File: config.mk
export PLATFORM = sky130hd
export DESIGN_NAME = sd4_block_rx
export DESIGN_NICKNAME = d
export VERILOG_FILES = /design/src/rtl/sd4_rx_pkg.sv /design/src/rtl/sd4_crc_lane.sv /design/src/rtl/sd4_byte_pack.sv /design/src/rtl/sd4_rx_ctrl.sv /design/src/rtl/sd4_block_rx.sv
export SDC_FILE = /design/constraint.sdc
export NUM_CORES = 1
export LEC_CHECK = 0
export ABC_AREA = 0
export BUFFER_PORTS_ARGS = -buffer_cell sky130_fd_sc_hd__buf_2
export CAP_MARGIN = 20
export CORE_MARGIN = 1.5
export CORE_UTILIZATION = 45
export CTS_CLUSTER_DIAMETER = 30
export DETAILED_ROUTE_END_ITERATION = 12
export GPL_ROUTABILITY_DRIVEN = 0
export GPL_TIMING_DRIVEN = 0
export SYNTH_ARGS = -nofsm -noshare
export SYNTH_HDL_FRONTEND = slang
export SYNTH_SLANG_ARGS = --single-unit
File: constraint.sdc
create_clock -name clk -period 3.3 [get_ports clk]
set_clock_uncertainty 0.1 [all_clocks]
set_input_delay 0.33 -clock clk [delete_from_list [all_inputs] [get_ports clk]]
set_output_delay 0.33 -clock clk [all_outputs]
set_load 0.1 [all_outputs]
File: src/rtl/sd4_rx_pkg.sv
package sd4_rx_pkg;
  localparam int LANES = 4;
  localparam int CRC_W = 16;
  localparam logic [CRC_W-1:0] CRC_POLY = 16'h1021;

  typedef enum logic [2:0] {
    ST_IDLE,
    ST_WAIT,
    ST_DATA,
    ST_CRC,
    ST_END
  } rx_state_t;
endpackage

File: src/rtl/sd4_crc_lane.sv
module sd4_crc_lane
  import sd4_rx_pkg::*;
(
  input  logic clk,
  input  logic rst_n,
  input  logic clr,
  input  logic calc_en,
  input  logic chk_en,
  input  logic bit_in,
  output logic mismatch
);
  logic [CRC_W-1:0] crc_q, crc_d;
  logic             err_q, err_d;
  logic             fb;

  always_comb begin
    crc_d = crc_q;
    err_d = err_q;
    fb    = bit_in ^ crc_q[CRC_W-1];
    if (clr) begin
      crc_d = '0;
      err_d = 1'b0;
    end else if (calc_en) begin
      crc_d = {crc_q[CRC_W-2:0], 1'b0} ^ (fb ? CRC_POLY : '0);
    end else if (chk_en) begin
      // trailer arrives MSB first: compare then shift the running value out
      if (bit_in != crc_q[CRC_W-1]) err_d = 1'b1;
      crc_d = {crc_q[CRC_W-2:0], 1'b0};
    end
  end

  always_ff @(posedge clk or negedge rst_n) begin
    if (!rst_n) begin
      crc_q <= '0;
      err_q <= 1'b0;
    end else begin
      crc_q <= crc_d;
      err_q <= err_d;
    end
  end

  assign mismatch = err_q;

  assert_err_only_in_check_R6: assert property (@(posedge clk) disable iff (!rst_n)
    $rose(err_q) |-> $past(chk_en));
endmodule

File: src/rtl/sd4_byte_pack.sv
module sd4_byte_pack #(
  parameter int BLOCK_BYTES = 512,
  localparam int IDX_W = $clog2(BLOCK_BYTES),
  localparam int NIB_W = IDX_W + 1
) (
  input  logic             clk,
  input  logic             rst_n,
  input  logic             en,
  input  logic [NIB_W-1:0] nib_idx,
  input  logic [3:0]       dat,
  output logic             byte_valid,
  output logic [7:0]       byte_data,
  output logic [IDX_W-1:0] byte_index
);
  logic [3:0]       hi_q, hi_d;
  logic             vld_q, vld_d;
  logic [7:0]       data_q, data_d;
  logic [IDX_W-1:0] idx_q, idx_d;

  always_comb begin
    hi_d   = hi_q;
    vld_d  = 1'b0;
    data_d = data_q;
    idx_d  = idx_q;
    if (en && !nib_idx[0]) hi_d = dat;
    if (en && nib_idx[0]) begin
      vld_d  = 1'b1;
      data_d = {hi_q, dat};
      idx_d  = nib_idx[NIB_W-1:1];
    end
  end

  always_ff @(posedge clk or negedge rst_n) begin
    if (!rst_n) begin
      hi_q   <= '0;
      vld_q  <= 1'b0;
      data_q <= '0;
      idx_q  <= '0;
    end else begin
      hi_q   <= hi_d;
      vld_q  <= vld_d;
      data_q <= data_d;
      idx_q  <= idx_d;
    end
  end

  assign byte_valid = vld_q;
  assign byte_data  = data_q;
  assign byte_index = idx_q;

  assert_strobe_spaced_R4: assert property (@(posedge clk) disable iff (!rst_n)
    vld_q |=> !vld_q);
endmodule

File: src/rtl/sd4_rx_ctrl.sv
module sd4_rx_ctrl
  import sd4_rx_pkg::*;
#(
  parameter int BLOCK_BYTES = 512,
  parameter int TMO_W = 16,
  localparam int NIB_W = $clog2(BLOCK_BYTES) + 1,
  localparam int CNT_W = (NIB_W > TMO_W) ? NIB_W : TMO_W
) (
  input  logic             clk,
  input  logic             rst_n,
  input  logic             arm,
  input  logic [TMO_W-1:0] tmo_limit,
  input  logic [3:0]       dat,
  input  logic             lane_err,
  output logic             calc_en,
  output logic             chk_en,
  output logic             clr,
  output logic [NIB_W-1:0] nib_idx,
  output logic             block_done,
  output logic             crc_error,
  output logic             timeout,
  output logic             busy
);
  localparam logic [NIB_W-1:0] NIB_LAST = NIB_W'(BLOCK_BYTES * 2 - 1);
  localparam logic [3:0]       CRC_LAST = 4'(CRC_W - 1);

  rx_state_t        state_q, state_d;
  logic [CNT_W-1:0] cnt_q, cnt_d;
  logic             done_q, done_d;
  logic             err_q, err_d;
  logic             tmo_q, tmo_d;
  logic [TMO_W-1:0] wait_last;

  assign wait_last = tmo_limit - {{(TMO_W-1){1'b0}}, 1'b1};

  always_comb begin
    state_d = state_q;
    cnt_d   = cnt_q;
    done_d  = 1'b0;
    err_d   = 1'b0;
    tmo_d   = 1'b0;
    unique case (state_q)
      ST_IDLE: if (arm) begin
        state_d = ST_WAIT;
        cnt_d   = '0;
      end
      ST_WAIT: begin
        if (dat == 4'h0) begin
          state_d = ST_DATA;
          cnt_d   = '0;
        end else if (cnt_q[TMO_W-1:0] == wait_last) begin
          state_d = ST_IDLE;
          tmo_d   = 1'b1;
        end else begin
          cnt_d = cnt_q + CNT_W'(1);
        end
      end
      ST_DATA: begin
        if (cnt_q[NIB_W-1:0] == NIB_LAST) begin
          state_d = ST_CRC;
          cnt_d   = '0;
        end else begin
          cnt_d = cnt_q + CNT_W'(1);
        end
      end
      ST_CRC: begin
        if (cnt_q[3:0] == CRC_LAST) begin
          state_d = ST_END;
          cnt_d   = '0;
        end else begin
          cnt_d = cnt_q + CNT_W'(1);
        end
      end
      ST_END: begin
        state_d = ST_IDLE;
        done_d  = 1'b1;
        err_d   = lane_err | (dat != 4'hF);
      end
      default: state_d = ST_IDLE;
    endcase
  end

  always_ff @(posedge clk or negedge rst_n) begin
    if (!rst_n) begin
      state_q <= ST_IDLE;
      cnt_q   <= '0;
      done_q  <= 1'b0;
      err_q   <= 1'b0;
      tmo_q   <= 1'b0;
    end else begin
      state_q <= state_d;
      cnt_q   <= cnt_d;
      done_q  <= done_d;
      err_q   <= err_d;
      tmo_q   <= tmo_d;
    end
  end

  assign calc_en    = (state_q == ST_DATA);
  assign chk_en     = (state_q == ST_CRC);
  assign clr        = (state_q == ST_WAIT);
  assign nib_idx    = cnt_q[NIB_W-1:0];
  assign block_done = done_q;
  assign crc_error  = err_q;
  assign timeout    = tmo_q;
  assign busy       = (state_q != ST_IDLE);

  assert_done_single_R5: assert property (@(posedge clk) disable iff (!rst_n)
    done_q |=> !done_q);
  assert_error_with_done_R6: assert property (@(posedge clk) disable iff (!rst_n)
    err_q |-> done_q);
  assert_timeout_idle_R8: assert property (@(posedge clk) disable iff (!rst_n)
    tmo_q |-> (!busy && !done_q));
  assert_timeout_single_R8: assert property (@(posedge clk) disable iff (!rst_n)
    tmo_q |=> !tmo_q);
endmodule

File: src/rtl/sd4_block_rx.sv
module sd4_block_rx
  import sd4_rx_pkg::*;
#(
  parameter int BLOCK_BYTES = 512,
  parameter int TMO_W = 16,
  localparam int IDX_W = $clog2(BLOCK_BYTES),
  localparam int NIB_W = IDX_W + 1
) (
  input  logic             clk,
  input  logic             rst_n,
  input  logic             arm,
  input  logic [TMO_W-1:0] tmo_limit,
  input  logic [3:0]       dat,
  output logic             byte_valid,
  output logic [7:0]       byte_data,
  output logic [IDX_W-1:0] byte_index,
  output logic             block_done,
  output logic             crc_error,
  output logic             timeout,
  output logic             busy
);
  logic             calc_en, chk_en, clr;
  logic [NIB_W-1:0] nib_idx;
  logic [LANES-1:0] lane_bad;

  sd4_rx_ctrl #(.BLOCK_BYTES(BLOCK_BYTES), .TMO_W(TMO_W)) u_ctrl (
    .clk(clk), .rst_n(rst_n), .arm(arm), .tmo_limit(tmo_limit), .dat(dat),
    .lane_err(|lane_bad), .calc_en(calc_en), .chk_en(chk_en), .clr(clr),
    .nib_idx(nib_idx), .block_done(block_done), .crc_error(crc_error),
    .timeout(timeout), .busy(busy)
  );

  sd4_byte_pack #(.BLOCK_BYTES(BLOCK_BYTES)) u_pack (
    .clk(clk), .rst_n(rst_n), .en(calc_en), .nib_idx(nib_idx), .dat(dat),
    .byte_valid(byte_valid), .byte_data(byte_data), .byte_index(byte_index)
  );

  for (genvar g = 0; g < LANES; g++) begin : g_lane
    sd4_crc_lane u_crc (
      .clk(clk), .rst_n(rst_n), .clr(clr), .calc_en(calc_en),
      .chk_en(chk_en), .bit_in(dat[g]), .mismatch(lane_bad[g])
    );
  end
endmodule

### After elaboration in Yosys (flattened, before gate mapping)

Cells that the tools add are included.

* flip-flop bits (word level): 112
* logic and storage cells: 116

* mux-type cells: 50
* add/subtract/negate cells: 2
* eq/ne operators: 18
* bitwise operators: 9
* reduce and logical (&&, ||, !) cells: 20

Operators with widths (count)
* $mux W16: 17
* $pmux W16 S4: 1
* $xor A16 B16 Y16: 4
* $mux W13: 4
* $mux W1: 22
* $add A16 B1 Y16 const B: 1
* $eq A16 B16 Y1: 1
* $sub A16 B1 Y16 const B: 1
* $mux W3: 5
* $reduce_and A3 Y1: 5
* $pmux W3 S4: 1
* $eq A10 B10 Y1 const B: 1
* $reduce_bool A2 Y1: 5
* $eq A3 B2 Y1 const B: 2
* $ne A2 B2 Y1 const B: 3
* $reduce_bool A3 Y1: 2
* $eq A4 B4 Y1 const B: 1
* $logic_not A4 Y1: 1
* $ne A1 B1 Y1: 4
* $ne A4 B4 Y1 const B: 1
* $reduce_and A4 Y1: 1
* $reduce_bool A4 Y1: 1
* $reduce_or A4 Y1: 1
* $xor A1 B1 Y1: 4
* other kinds (9): 10

### Longest topological paths before layout

* depth in word-level cells: 5
* mapped depth: 11
* depth with buffers taken out: 10

### Hierarchy

A second synthesis with hierarchy kept.

* cell total of the unflattened synthesis: 580
* area total of the unflattened synthesis: 5612.9 um^2

Modules (own cells, without submodules)
* sd4_crc_lane: cells an instance 74, area each 721.9 um^2, instances 4
* sd4_rx_ctrl: cells an instance 236, area each 1895.6 um^2, instances 1
* sd4_byte_pack: cells an instance 47, area each 822.0 um^2, instances 1
* sd4_block_rx: cells an instance 1, area each 7.5 um^2, instances 1

### Worst setup path before layout

OpenSTA, ideal clock, no wires.

* kind: input port to flip-flop
* start point: input tmo_limit[0]
* end point: register u_ctrl.cnt_q[4]
* stages: 10
* buffers on the path: 0
* setup slack: -0.028 ns
* arrival: 3.100 ns
* required time: 3.073 ns
* cell sequence: inv_1 ha_1 nor3b_4 a21oi_2 or4_1 or4_4 or4_1 nor4_2 or2_2 mux2_1

* cells in the longest elaborated chain, start to end: 4

Ends and longest elaborated chain
* start: declaration: RTL line sd4_block_rx.sv:12 `input logic [TMO_W-1:0] tmo_limit,`
* $sub A16 B1 Y16: RTL line sd4_rx_ctrl.sv:34 `assign wait_last = tmo_limit - {{(TMO_W-1){1'b0}}, 1'b1};`
* $eq A16 B16 Y1: RTL line sd4_rx_ctrl.sv:51 `end else if (cnt_q[TMO_W-1:0] == wait_last) begin`
* $ne A3 B2 Y1 (no line)
* $reduce_and A3 Y1 (no line)
* end signal: assignment: RTL line sd4_rx_ctrl.sv:92 `cnt_q <= cnt_d;`
* end: declaration: RTL line sd4_rx_ctrl.sv:28 `logic [CNT_W-1:0] cnt_q, cnt_d;`

Every way passes these cells.
A chain may end at the register's enable or synchronous reset.

### Final worst setup path

* start point: register u_ctrl.cnt_q[3]
* end point: register u_ctrl.cnt_q[4]

* cells in the longest elaborated chain, start to end: 4
* elaborated cells on any way between the ends: 11
* classes of those cells: add/sub (1); eq/ne (4); mux (5); reduce/logical (1)

Ends and longest elaborated chain
* $add A16 B1 Y16: RTL line sd4_rx_ctrl.sv:55, sd4_rx_ctrl.sv:63, sd4_rx_ctrl.sv:71
* $mux W16: RTL line sd4_rx_ctrl.sv:51
* $mux W16: RTL line sd4_rx_ctrl.sv:48 `if (dat == 4'h0) begin`
* $pmux W16 S4: RTL line sd4_rx_ctrl.sv:42 `unique case (state_q)`

Parallel ways exist; a longest one is shown, timed or not. The select of a mux whose other input is x is not followed.

==> impl_metrics.env <==
export IMPL_outcome="finished clean"
export IMPL_grt_pass1_vias=4167
export IMPL_cts_max_level=3
export IMPL_post_dp_cell_area_sq_mm=0.00590
export IMPL_slew_violations=0
export IMPL_cp_arrival_ns=3.36
export IMPL_yosys_register_bits=112
export IMPL_final_cell_area_sq_mm=0.00631
export IMPL_nets=604
export IMPL_finalWirelength_mm=13.2
export IMPL_clockRootBuffer="clkbuf_16"
export IMPL_fp_dieW_um=113
export IMPL_clk_latency_ns=0.35
export IMPL_cp_max_fo=10
export IMPL_firstDrtPassIters=5
export IMPL_post_synth_top_count_cell="dfrtp_1"
export IMPL_worstSetupPathType="reg -> reg"
export IMPL_dieArea_sq_mm=0.0128
export IMPL_max_freq_mhz=309
export IMPL_synth_edff_count=0
export IMPL_ant_nets=0
export IMPL_num_fill_cells=1074
export IMPL_clk_pin_slew_ns=0.07
export IMPL_io_pins=45
export IMPL_crit_path_end_kind="flop"
export IMPL_crit_required_ns=3.43
export IMPL_cts_sinks=112
export IMPL_ir_drop_mv=0.901
export IMPL_clk_path_buf_depth=2
export IMPL_drc=0
export IMPL_wl_per_cell_um=18.1
export IMPL_track_usage_pct=21.7
export IMPL_dp_hpwl_mm=9.09
export IMPL_synth_area_leaders="dfrtp_1, a22o_1, mux2_2, xnor2_1, nand3_1"
export IMPL_startpoint_type="flop"
export IMPL_antenna_found_initial=0
export IMPL_gr_total_overflow=0
export IMPL_yosysSeqAreaShare_pct=51.2
export IMPL_fin_crit_ns=3.23
export IMPL_setup_viol=0
export IMPL_finalPower_mw=5.36
export IMPL_ys_warnings_count=0
export IMPL_cellLeakagePower_nw=2.83
export IMPL_placed_cells=706
export IMPL_coreArea_sq_mm=0.0120
export IMPL_drt_iter0_drc=314
export IMPL_cellPowerDensity_mw_per_mm2=850
export IMPL_maxCapViolCount=0
export IMPL_r2r_start="u_ctrl.cnt_q[3]"
export IMPL_drive_gt1_share_pct=19.4
export IMPL_grt_setup_unrepaired="false"
export IMPL_tightest_slew_ns=0.722
export IMPL_initial_core_util_pct=45.8
export IMPL_hold_class="in -> reg"
export IMPL_slew_headroom_pct=51.4
export IMPL_row_count=40
export IMPL_cts_tree="yes"
export IMPL_synth_ff_type="dfrtp_1"
export IMPL_cp_startpoint="u_ctrl.cnt_q[3]"
export IMPL_hold_start="dat[0]"
export IMPL_vias=4397
export IMPL_n_antenna_cell=0
export IMPL_synth_area_sq_mm=0.00548
export IMPL_instances_no_fill=730
export IMPL_finalHoldViolCount=0
export IMPL_fin_crit_sh_pct=98.0
export IMPL_setup_tns_ns=0
export IMPL_io_buffers=41
export IMPL_synth_cell_type_count=55
export IMPL_grt_pass1_wl_mm=21.8
export IMPL_post_route_util_pct=52.7
export IMPL_async_flop_share_pct=100
export IMPL_numCtsBuffers=9
export IMPL_synth_top_cell_by_area="dfrtp_1"
export IMPL_synth_nets=543
export IMPL_synthCells=517
export IMPL_grt_max_degree=60
export IMPL_dpl_worst_slack_ns=-0.433
export IMPL_die_height_um=113
export IMPL_vias_per_cell=6.02
export IMPL_avgSynthCellArea_sq_um=10.6
export IMPL_finalWorstSetupSlack_ns=0.0662
export IMPL_area_growth_pct=15.2
export IMPL_fin_hold_ws_ns=0.213
export IMPL_synth_top_area_share_pct=51.2
export IMPL_synth_common_cells="dfrtp_1, a22o_1, clkbuf_1, nor2_1, nand3_1"
==> final timing paths <==
kind | to | slack, ns | cells past startpoint
max | u_ctrl.cnt_q[4] | 0.07 | 9
min | u_pack.byte_data[0] | 0.21 | 2
max reg2reg | u_ctrl.cnt_q[4] | 0.07 | 9
min reg2reg | g_lane[0].u_crc.mismatch | 0.39 | 2
max in group asynchronous | u_pack.byte_data[2] | 1.90 | 3
min in group asynchronous | u_ctrl.cnt_q[15] | 0.46 | 2
==> metal layers <==
layer  GRT usage, %  up-vias  share of wire, %
met1           33.1     2204                50
met5              0        -                 0
met2           30.7      118                44
li1               -     2059                 -
met3           4.61       16               4.5
met4           6.92        0               1.5
==> critical path, stage by stage, from the launching register on <==
cell and delay [ns]:
dfrtp_1 0.36, buf_2 0.19, xnor2_2 0.16, xnor2_1 0.13, or4_4 0.53, or4_4 0.44, or4_4 0.51, nor4_4 0.19
or2_4 0.18, mux2_1 0.32
==> sequential cells by signal, summed over array words and instances (netlist names) <==
register and flops:
g_lane.u_crc.crc_q 64, g_lane.u_crc.mismatch 4, u_ctrl.block_done 1, u_ctrl.cnt_q 16, u_ctrl.crc_error 1, u_ctrl.state_q 3
u_ctrl.timeout 1, u_pack.byte_data 8, u_pack.byte_index 9, u_pack.byte_valid 1, u_pack.hi_q 4
==> what timing repair did <==
item | in CTS | in global routing
gates cloned | 0 | 0
buffers inserted | 5 | 2
pin swaps | 2 | 1
endpoints found under the hold margin | 53 | 0
setup endpoints to repair | 4 | 12
gates resized for setup | 4 | 7
hold buffers | 1 | 0
==> cell families after synthesis <==
kind of cell	synth area share (%)
AOI/OAI and AO/OA	18.8
xor gates and xnor gates	4.32
adders and majority gates	0.686
buffers and inverters	3.79
DFF	51.2
muxes	4.73
and+or+nand+nor	16.5
==> power breakdown <==
part	total [mW]	leakage (nW)	internal, mW	switching, mW
combinational	2.35	1.16	0.622	1.72
clock	1.09	0.149	0.594	0.498
sequential	1.92	1.52	1.70	0.223
total	5.36	2.83	2.91	2.45
==> cell type report <==
cell class                      instances  area (sq um)  share of cell area (%)
Timing Repair Buffer                   50           298                    4.72
Sequential cell                       112          2800                    44.4
Inverter                               13          48.8                   0.774
Clock buffer                           10           229                    3.63
Tap cell                              147           184                    2.92
Multi-Input combinational cell        353          2520                    39.9
Buffer                                 39           160                    2.54
Clock inverter                          6          65.1                    1.03
==> layout by cell type, fill, tap and decap left out, types with 3 or more instances in the layout <==
master / count
nand2b_1: 6
a22oi_1: 12
clkinv_2: 3
inv_1: 13
nor3_1: 20
clkbuf_16: 9
a211oi_1: 3
nand3b_1: 3
a21oi_1: 18
o211ai_1: 5
clkbuf_1: 30
xor2_1: 7
o21ai_0: 24
nor4_1: 6
xnor2_1: 19
mux2_2: 22
dfrtp_1: 112
nand4_1: 5
o32ai_1: 3
buf_4: 8
nor2_1: 28
and3_1: 9
or2_2: 5
or4_1: 10
nand3_1: 24
and2_1: 3
nand2_1: 18
or3_1: 5
a2111oi_0: 4
a22o_1: 54
buf_1: 4
buf_2: 43
or4_4: 3
Note: power is estimated with default switching activity, not from simulation.
